==> config.mk <==
export PLATFORM = sky130hd
export DESIGN_NAME = rail_seq_ctrl
export DESIGN_NICKNAME = d
export VERILOG_FILES = /design/src/rtl/rsc_pkg.sv /design/src/rtl/rsc_sync.sv /design/src/rtl/rsc_tick.sv /design/src/rtl/rsc_timer.sv /design/src/rtl/rail_seq_ctrl.sv
export SDC_FILE = /design/constraint.sdc
export NUM_CORES = 1
export LEC_CHECK = 0
export ABC_AREA = 1
export BUFFER_PORTS_ARGS = -buffer_cell sky130_fd_sc_hd__buf_4
export CELL_PAD_IN_SITES_DETAIL_PLACEMENT = 0
export CELL_PAD_IN_SITES_GLOBAL_PLACEMENT = 1
export CORE_MARGIN = 2
export CORE_UTILIZATION = 43
export CTS_BUF_LIST = sky130_fd_sc_hd__clkbuf_4
export DETAILED_ROUTE_END_ITERATION = 12
export GPL_TIMING_DRIVEN = 0
export PLACE_DENSITY_LB_ADDON = 0.05
export SYNTH_ARGS = -nofsm -noshare
export SYNTH_HDL_FRONTEND = slang
export SYNTH_HIERARCHICAL = 1
export SYNTH_SLANG_ARGS = --single-unit
==> constraint.sdc <==
create_clock -name clk -period 4 [get_ports clk]
set_input_delay 1.2 -clock clk [delete_from_list [all_inputs] [get_ports clk]]
set_output_delay 1.2 -clock clk [all_outputs]
set_load 0.03 [all_outputs]
==> src/rtl/rsc_pkg.sv <==
package rsc_pkg;

  typedef enum logic [3:0] {
    ST_INIT, ST_IDLE, ST_ONDLY, ST_RISE, ST_ON,
    ST_OFFDLY, ST_RAMP, ST_HOLD, ST_LATCH
  } rsc_state_e;

  typedef enum logic [1:0] {
    RX_RETRY = 2'd0,
    RX_IMM   = 2'd1,
    RX_RAMP  = 2'd2
  } rsc_react_e;

  // Mode code to reaction: unused code 3 falls back to immediate shutdown.
  function automatic rsc_react_e decode_react(input logic [1:0] code);
    case (code)
      2'd0:    return RX_RETRY;
      2'd2:    return RX_RAMP;
      default: return RX_IMM;
    endcase
  endfunction

  // A retry is still allowed while fewer than the limit have been used.
  function automatic logic may_retry(input int used, input int limit);
    return used < limit;
  endfunction

endpackage

==> src/rtl/rsc_sync.sv <==
module rsc_sync #(
  parameter int          W       = 2,
  parameter logic [W-1:0] RST_VAL = '0
) (
  input  logic         clk,
  input  logic         rst_n,
  input  logic [W-1:0] d_i,
  output logic [W-1:0] q_o
);
  logic [W-1:0] meta_q;

  always_ff @(posedge clk or negedge rst_n) begin
    if (!rst_n) begin
      meta_q <= RST_VAL;
      q_o    <= RST_VAL;
    end else begin
      meta_q <= d_i;
      q_o    <= meta_q;
    end
  end
endmodule

==> src/rtl/rsc_tick.sv <==
module rsc_tick #(
  parameter int PRESC = 4
) (
  input  logic clk,
  input  logic rst_n,
  input  logic clr_i,
  output logic tick_o
);
  localparam int PW = (PRESC > 1) ? $clog2(PRESC) : 1;
  logic [PW-1:0] pre_q;

  assign tick_o = (pre_q == PW'(PRESC - 1));

  always_ff @(posedge clk or negedge rst_n) begin
    if (!rst_n)                pre_q <= '0;
    else if (clr_i || tick_o)  pre_q <= '0;
    else                       pre_q <= pre_q + 1'b1;
  end
endmodule

==> src/rtl/rsc_timer.sv <==
module rsc_timer #(
  parameter int W       = 6,
  parameter int RST_VAL = 2
) (
  input  logic         clk,
  input  logic         rst_n,
  input  logic         load_i,
  input  logic [W-1:0] val_i,
  input  logic         tick_i,
  output logic [W-1:0] cnt_o,
  output logic         done_o
);
  assign done_o = (cnt_o == '0);

  always_ff @(posedge clk or negedge rst_n) begin
    if (!rst_n)                  cnt_o <= W'(RST_VAL);
    else if (load_i)             cnt_o <= val_i;
    else if (tick_i && !done_o)  cnt_o <= cnt_o - 1'b1;
  end
endmodule

==> src/rtl/rail_seq_ctrl.sv <==
module rail_seq_ctrl
  import rsc_pkg::*;
#(
  parameter int CNT_W      = 6,
  parameter int PRESC      = 4,
  parameter int INIT_TICKS = 2,
  parameter int HOLD_TICKS = 3,
  parameter int RAMP_STEPS = 4,
  parameter int RTY_W      = 3
) (
  input  logic             clk,
  input  logic             rst_n,
  input  logic             en_line_i,
  input  logic             flt_line_i,
  input  logic             in_range_i,
  input  logic [CNT_W-1:0] cfg_on_dly,
  input  logic [CNT_W-1:0] cfg_off_dly,
  input  logic [CNT_W-1:0] cfg_on_max,
  input  logic [1:0]       cfg_mode,
  input  logic [RTY_W-1:0] cfg_retries,
  output logic             en_pull_o,
  output logic             flt_pull_o,
  output logic             rail_en_o,
  output logic             alert_o,
  output logic [CNT_W-1:0] ramp_lvl_o
);
  localparam logic [CNT_W-1:0] RAMP_FULL = CNT_W'(RAMP_STEPS);
  localparam logic [CNT_W-1:0] HOLD_VAL  = CNT_W'(HOLD_TICKS);

  // Synchronized shared lines: bit0 enable (reset low), bit1 fault (reset released)
  logic [1:0] sync_q;
  logic       en_s, flt_s;
  rsc_sync #(.W(2), .RST_VAL(2'b10)) u_sync (
    .clk(clk), .rst_n(rst_n), .d_i({flt_line_i, en_line_i}), .q_o(sync_q)
  );
  assign en_s  = sync_q[0];
  assign flt_s = sync_q[1];

  // Delay timer with a divider that restarts on every load
  logic             t_load, tick, t_done;
  logic [CNT_W-1:0] t_val, t_cnt;
  rsc_tick #(.PRESC(PRESC)) u_tick (
    .clk(clk), .rst_n(rst_n), .clr_i(t_load), .tick_o(tick)
  );
  rsc_timer #(.W(CNT_W), .RST_VAL(INIT_TICKS)) u_tmr (
    .clk(clk), .rst_n(rst_n), .load_i(t_load), .val_i(t_val),
    .tick_i(tick), .cnt_o(t_cnt), .done_o(t_done)
  );

  rsc_state_e       st_q, st_n;
  logic             rail_q, rail_n, pull_q, pull_n, alert_q, alert_n;
  logic             seen_q, seen_n, pull_d1, pull_d2;
  logic [RTY_W-1:0] tries_q, tries_n;
  rsc_react_e       react;

  // Named events for the checker
  logic active, pull_seen, loc_fault, fault_ext, fault_now, st_latch, st_ramp;

  assign react     = decode_react(cfg_mode);
  assign active    = (st_q == ST_ONDLY) || (st_q == ST_RISE) ||
                     (st_q == ST_ON)    || (st_q == ST_OFFDLY);
  assign pull_seen = pull_q | pull_d1 | pull_d2;
  assign loc_fault = (st_q == ST_RISE) && !in_range_i && t_done;
  assign fault_ext = active && !flt_s && !pull_seen;
  assign fault_now = loc_fault || fault_ext;
  assign st_latch  = (st_q == ST_LATCH);
  assign st_ramp   = (st_q == ST_RAMP);

  always_comb begin
    st_n    = st_q;
    t_load  = 1'b0;
    t_val   = '0;
    rail_n  = rail_q;
    pull_n  = pull_q;
    alert_n = alert_q;
    tries_n = tries_q;
    seen_n  = seen_q;
    case (st_q)
      ST_INIT:  if (t_done) st_n = ST_IDLE;
      ST_IDLE:  if (en_s) begin st_n = ST_ONDLY; t_load = 1'b1; t_val = cfg_on_dly; end
      ST_ONDLY: begin
        if (!en_s) st_n = ST_IDLE;
        else if (t_done) begin
          st_n = ST_RISE; rail_n = 1'b1; t_load = 1'b1; t_val = cfg_on_max;
        end
      end
      ST_RISE: begin
        if (in_range_i) st_n = ST_ON;
        else if (!en_s) begin st_n = ST_OFFDLY; t_load = 1'b1; t_val = cfg_off_dly; end
      end
      ST_ON:     if (!en_s) begin st_n = ST_OFFDLY; t_load = 1'b1; t_val = cfg_off_dly; end
      ST_OFFDLY: if (t_done) begin st_n = ST_IDLE; rail_n = 1'b0; end
      ST_RAMP:   if (t_done) begin st_n = ST_LATCH; rail_n = 1'b0; seen_n = 1'b0; end
      ST_HOLD: begin
        if (t_done) begin
          st_n = ST_ONDLY; pull_n = 1'b0; t_load = 1'b1; t_val = cfg_on_dly;
        end
      end
      ST_LATCH: begin
        if (!en_s) seen_n = 1'b1;
        else if (seen_q) begin
          st_n = ST_IDLE; pull_n = 1'b0; alert_n = 1'b0; tries_n = '0; seen_n = 1'b0;
        end
      end
      default: st_n = ST_IDLE;
    endcase

    if (fault_now) begin
      if (loc_fault) begin pull_n = 1'b1; alert_n = 1'b1; end
      case (react)
        RX_RAMP: begin st_n = ST_RAMP; t_load = 1'b1; t_val = RAMP_FULL; end
        RX_RETRY: begin
          rail_n = 1'b0;
          if (may_retry(int'(tries_q), int'(cfg_retries))) begin
            tries_n = tries_q + 1'b1; st_n = ST_HOLD; t_load = 1'b1; t_val = HOLD_VAL;
          end else begin
            st_n = ST_LATCH; seen_n = 1'b0;
          end
        end
        default: begin st_n = ST_LATCH; rail_n = 1'b0; seen_n = 1'b0; end
      endcase
    end
  end

  always_ff @(posedge clk or negedge rst_n) begin
    if (!rst_n) begin
      st_q    <= ST_INIT;
      rail_q  <= 1'b0;
      pull_q  <= 1'b0;
      alert_q <= 1'b0;
      tries_q <= '0;
      seen_q  <= 1'b0;
      pull_d1 <= 1'b0;
      pull_d2 <= 1'b0;
    end else begin
      st_q    <= st_n;
      rail_q  <= rail_n;
      pull_q  <= pull_n;
      alert_q <= alert_n;
      tries_q <= tries_n;
      seen_q  <= seen_n;
      pull_d1 <= pull_q;
      pull_d2 <= pull_d1;
    end
  end

  assign en_pull_o  = (st_q == ST_INIT);
  assign flt_pull_o = pull_q;
  assign alert_o    = alert_q;
  assign rail_en_o  = rail_q && !(fault_now && (react == RX_IMM));
  assign ramp_lvl_o = st_ramp ? t_cnt : (rail_q ? RAMP_FULL : '0);

endmodule

== Word-level counts from Yosys, hierarchy flattened ==
Cells that the tools add are included.
W data, S select, Z words.
Storage, ports and cells
  register bits: 25
  bits of input ports: 28
  output and inout port bits: 10
  word-level logic and storage cells: 129
Operators by class
  $add $sub $neg: 3
  magnitude comparators: 1
  equality and inequality tests: 19
  mux-type cells: 67
  bitwise operators: 2
  reduce and logical (&&, ||, !) cells: 25
Operators by type and width (count)
  $mux W6: 11
  $mux W4: 12
  $pmux W4 S8: 1
  $pmux W6 S5: 1
  $mux W1: 25
  $mux W3: 7
  $eq A4 B3 Y1 const B: 4
  $pmux W6 S2: 1
  $pmux W1 S2: 5
  $ne A3 B3 Y1 const B: 3
  $eq A4 B2 Y1 const B: 2
  $pmux W4 S2: 1
  $logic_and A1 B1 Y1: 7
  $reduce_and A7 Y1: 1
  $eq A2 B2 Y1 const B: 3
  $logic_not A6 Y1: 1
  $ne A3 B2 Y1 const B: 2
  $sub A6 B1 Y6 const B: 1
  $logic_not A1 Y1: 5
  $logic_or A1 B1 Y1: 5
  $pmux W1 S5: 1
  $eq A4 B1 Y1 const B: 1
  $eq A4 B4 Y1 const B: 1
  $logic_not A2 Y1: 2
  other kinds (12): 14

== Logic depth before layout (Yosys ltp) ==
  depth in word-level cells: 10
  depth in mapped cells: 15
  depth with buffers taken out: 14

== Modules after synthesis ==
The synthesis kept the hierarchy.
By module, submodules not included
  rail_seq_ctrl: times used 1, cells an instance 203, area each 1233.7 um2, seq. area each 325.3 um2
  rsc_timer: times used 1, cells an instance 55, area each 426.7 um2, seq. area each 151.4 um2
  rsc_sync: times used 1, cells an instance 4, area each 102.6 um2, seq. area each 102.6 um2
  rsc_tick: times used 1, cells an instance 9, area each 85.1 um2, seq. area each 50.0 um2

== Worst setup path before layout ==
Ideal clock, no wire load.
  kind: input to output
  start point: input port in_range_i
  end point: output port rail_en_o
  arrival: 2.053 ns
  required time: 2.800 ns
  setup slack: 0.747 ns
  cell stages on the path: 6
  path buffers: 0
  cell sequence: inv_1 > nand3_4 > nor2_4 > inv_2 > nand2_4 > a21oi_1
On the way
  longest elaborated chain between the ends: 7
RTL lines
  start: declaration: RTL line rail_seq_ctrl.sv:15  | input logic in_range_i,
  $logic_not A1 Y1: RTL line rail_seq_ctrl.sv:63  | assign loc_fault = (st_q == ST_RISE) && !in_range_i && t_done;
  $logic_and A1 B1 Y1 (2 in a row): RTL line rail_seq_ctrl.sv:63
  $logic_or A1 B1 Y1: RTL line rail_seq_ctrl.sv:65  | assign fault_now = loc_fault || fault_ext;
  $logic_and A1 B1 Y1: RTL line rail_seq_ctrl.sv:150  | assign rail_en_o = rail_q && !(fault_now && (react == RX_IMM));
  $logic_not A1 Y1: RTL line rail_seq_ctrl.sv:150
  $logic_and A1 B1 Y1: RTL line rail_seq_ctrl.sv:150
  end: declaration: RTL line rail_seq_ctrl.sv:23  | output logic rail_en_o,
No other way between the ends.

== Final worst setup path ==
  start point: register u_tmr.cnt_o[1]
  end point: output port rail_en_o
On the way
  longest elaborated chain between the ends: 6
RTL lines
  start: declaration: RTL line rsc_timer.sv:10  | output logic [W-1:0] cnt_o,
  start signal: assignment: RTL line rsc_timer.sv:16  | if (!rst_n) cnt_o <= W'(RST_VAL);
  start signal: assignment: RTL line rsc_timer.sv:17  | else if (load_i) cnt_o <= val_i;
  start signal: assignment: RTL line rsc_timer.sv:18  | else if (tick_i && !done_o) cnt_o <= cnt_o - 1'b1;
  $logic_not A6 Y1: RTL line rsc_timer.sv:13  | assign done_o = (cnt_o == '0);
  via t_done: RTL line rail_seq_ctrl.sv:40  | logic t_load, tick, t_done;
  $logic_and A1 B1 Y1: RTL line rail_seq_ctrl.sv:63
  $logic_or A1 B1 Y1: RTL line rail_seq_ctrl.sv:65
  $logic_and A1 B1 Y1: RTL line rail_seq_ctrl.sv:150
  $logic_not A1 Y1: RTL line rail_seq_ctrl.sv:150
  $logic_and A1 B1 Y1: RTL line rail_seq_ctrl.sv:150
The timed path passes the listed nets, and every way through them passes these cells.

==> results.toml <==
[global_route]
grt_overflow_total = 0
top_usage_layer = "met2"
grt_pass1_wl_um = 7679
use_met3 = 0.02326
grt_use_met1 = 0.2908
grt_pass1_vias = 1652
grtUsageTotal = 0.1966
use_met2 = 0.3002
grt_max_degree = 26
antenna_found_initial = 0

[power]
peakVddDrop_v = 0.0002699
power_frac_clock = 0.092
powerDensity_nw_per_um2 = 628.6
p_switching_uw = 707.0
p_int_uw = 688.1
combPwrFrac = 0.603
power.leakage_nw = 1.228
seqPwrFrac = 0.304
netSwitchingFraction = 0.5068

[synth]
async_reset_ff_frac = 1.000
synth_top_family_by_area = "simple AND/OR/NAND/NOR gates"
synth_cells = 271
synth_top_area_cell = "dfrtp_1"
synthMuxAreaShare = 0
syn_avg_cell_area_um2 = 6.819
synth-seq-cells = 25
yosysSeqAreaShare = 0.3406
synth_edf_count = 0
synth_compound_area_frac = 0.07177
yosys-top-cells-area = "dfrtp_1 (30%), nand2_1 (18%), nand3_1 (8.1%)"
synth_warnings = 6
yosysUniqueCellTypes = 29
yosysTopAreaCellShare = 0.2979
synthSimpleGateAreaFrac = 0.4421
synth_adder_area_share = 0.04062
synthesis.nets = 305
synth_area_um2 = 1848
synth_flop_cell = "dfrtp_1"
synthXorXnorAreaFrac = 0.01896

[run_status]
outcome = "complete, no violations"

[cts]
hold_buffers = 0
worstSkewPairLatency_ps = 350
htreeDepth = 1
cts-root-buf = "clkbuf_4"
cts_buffers = 3
cts_tree = "yes"
postCtsSetupRepairBufs = 0
cts_resized = 0
clock-sinks = 25
clockBufferDepth = 2
clkTransAtPathRegs_ps = 160

[layout]
layout-drive-gt1-share = 0.2276
final_cells = 362
nNetsFinal = 347
diodes = 0
syn_to_final_growth_pct = 20.11

[flow_run]
maxCapViolCount = 0

[worst_setup_path]
endpoint_kind = "primary output"
crit_type = "flip-flop to primary output"
start_kind = "flip-flop"
crit_fanout = 9
timing.critical_path.from = "u_tmr/cnt_o[1]$_DFFE_PN1P_"
worst_ep_arrival_time_ps = 2140
reg2reg_depth = 15
cp.required_ps = 2800
r2r_start = "u_tmr/cnt_o[0]$_DFFE_PN0P_"

[die]
die-area_um2 = 4838
die_y_um = 69.56
start_util = 0.4554
die_x_um = 69.56
rows = 23
design.core.area_um2 = 4058
io_pins = 38

[placed_design]
dp_slack_ps = 704.0
hpwl_um = 3338
port_buffers = 37
gp_congestion = 0.8731
dp_cells = 358

[min_path]
worstHoldPathCells = 0
hp-class = "flip-flop to flip-flop"
min_from = "u_sync/meta_q[1]$_DFF_PN1_"

[sta]
fin_crit_ps = 3336
post-route-period-util = 0.8339
rsz0062_at_grt = "no"
drv_slew = 0
fmax_mhz = 299.8
finalHoldViolations = 0
worst_clock_skew_ps = 15.48
slew_headroom = 0.7179
worst_slack_ps = 664.4
hold_slack_ps = 376.0
tightest_slew_ps = 422.1
setup_tns_ps = 0
setup_violations = 0

[drt]
dr.pass1.iters = 4
route.detailed.drc = 0
drt-initial-drc-count = 112
routed_wl_um = 4378
postRouteAntennaNets = 0
vias_per_cell = 4.820
vias = 1745
wire_per_inst_um = 12.09
metrics by stage:
stage / cell area, µm² / total power [mW] / utilization
2_1_floorplan: 1848 / 1.068 / -
3_3_place_gp: 2188 / 1.270 / 0.5393
3_5_place_dp: 2188 / 1.276 / 0.5393
4_1_cts: 2220 / 1.410 / 0.5470
5_1_grt: 2220 / 1.546 / 0.5470
6_report: 2220 / 1.395 / 0.5470
kinds of logic after synthesis:
family          Yosys count
fa+ha+maj                 6
simple gates            173
flops                    25
compound gates           21
xor+xnor                  4
buf+inv                  42
final timing paths:
path / to / slack, ps
min in group asynchronous: st_q[0]$_DFFE_PN0P_ / 720
worst max register to register: u_tmr/cnt_o[0]$_DFFE_PN0P_ / 1560
max in group asynchronous: u_tmr/cnt_o[1]$_DFFE_PN1P_ / 2960
worst min-delay path: u_sync/q_o[1]$_DFF_PN1_ / 380
worst max-delay path: rail_en_o / 660
worst min register to register: u_sync/q_o[1]$_DFF_PN1_ / 380
layer usage:
layer / vias up / wire length (µm)
met5: - / 0
met4: 0 / 61
met3: 5 / 188
met2: 41 / 1961
met1: 764 / 2167
li1: 935 / -
state kept, by name, summed over array words and instances, names as in the netlist:
| register | count |
|---|---|
| tries_q | 3 |
| u_sync/meta_q | 2 |
| u_tmr/cnt_o | 6 |
| st_q | 4 |
| u_tick/pre_q | 2 |
| seen_q | 1 |
| flt_pull_o | 1 |
| rail_q | 1 |
| pull_d1 | 1 |
| pull_d2 | 1 |
| alert_o | 1 |
| u_sync/q_o | 2 |
power groups by stage:
stage / logic [mW] / registers, mW / clock network (mW)
after global routing: 0.966 / 0.438 / 0.142
after detailed placement: 0.844 / 0.432 / 0
final: 0.842 / 0.425 / 0.129
after floorplan: 0.640 / 0.428 / 0
after CTS: 0.848 / 0.426 / 0.136
after global placement: 0.839 / 0.430 / 0
critical path: stages (launching register included):
cell and delay, ps:
dfstp_2 570, inv_1 80, ha_1 210, nand3_2 100, inv_1 60, inv_1 190, nor2_4 80, inv_2 90
nand2_4 100, a21oi_1 140, buf_4 180
layout by cell type, fill, tap and decap left out, types with 4 or more instances in the layout:
| cell | instances |
|---|---|
| a21oi_1 | 7 |
| buf_4 | 37 |
| dfrtp_1 | 22 |
| ha_1 | 6 |
| inv_1 | 36 |
| inv_2 | 4 |
| nand2_1 | 88 |
| nand2_2 | 4 |
| nand2_4 | 4 |
| nand3_1 | 30 |
| nor2_1 | 30 |
| nor2_4 | 5 |
| o21ai_0 | 5 |
cell usage after synthesis (2+ instances only):
cell type and count:
nand2_1 88, nand3_1 30, o21ai_1 3, o21ai_2 2, xor2_1 2, nor2_4 5
ha_1 6, o21ai_0 5, nor2_2 2, and3_1 2, nand2_2 4, nor2_1 30
nand4_1 3, inv_1 36, dfstp_2 3, nand2_4 4, inv_2 4, nand3_2 3
dfrtp_1 22, xnor2_1 2, a21oi_1 7
final cells by class:
cell class	instances	area [µm²]
Buffer	1	5.005
Inverter	41	153.9
Fill cell	425	1838
Tap cell	50	62.56
Timing Repair Buffer	37	277.8
Clock buffer	3	22.52
Sequential cell	25	629.4
Multi-Input combinational cell	204	1060
Clock inverter	1	8.758
Note: power is estimated with default switching activity, not from simulation.
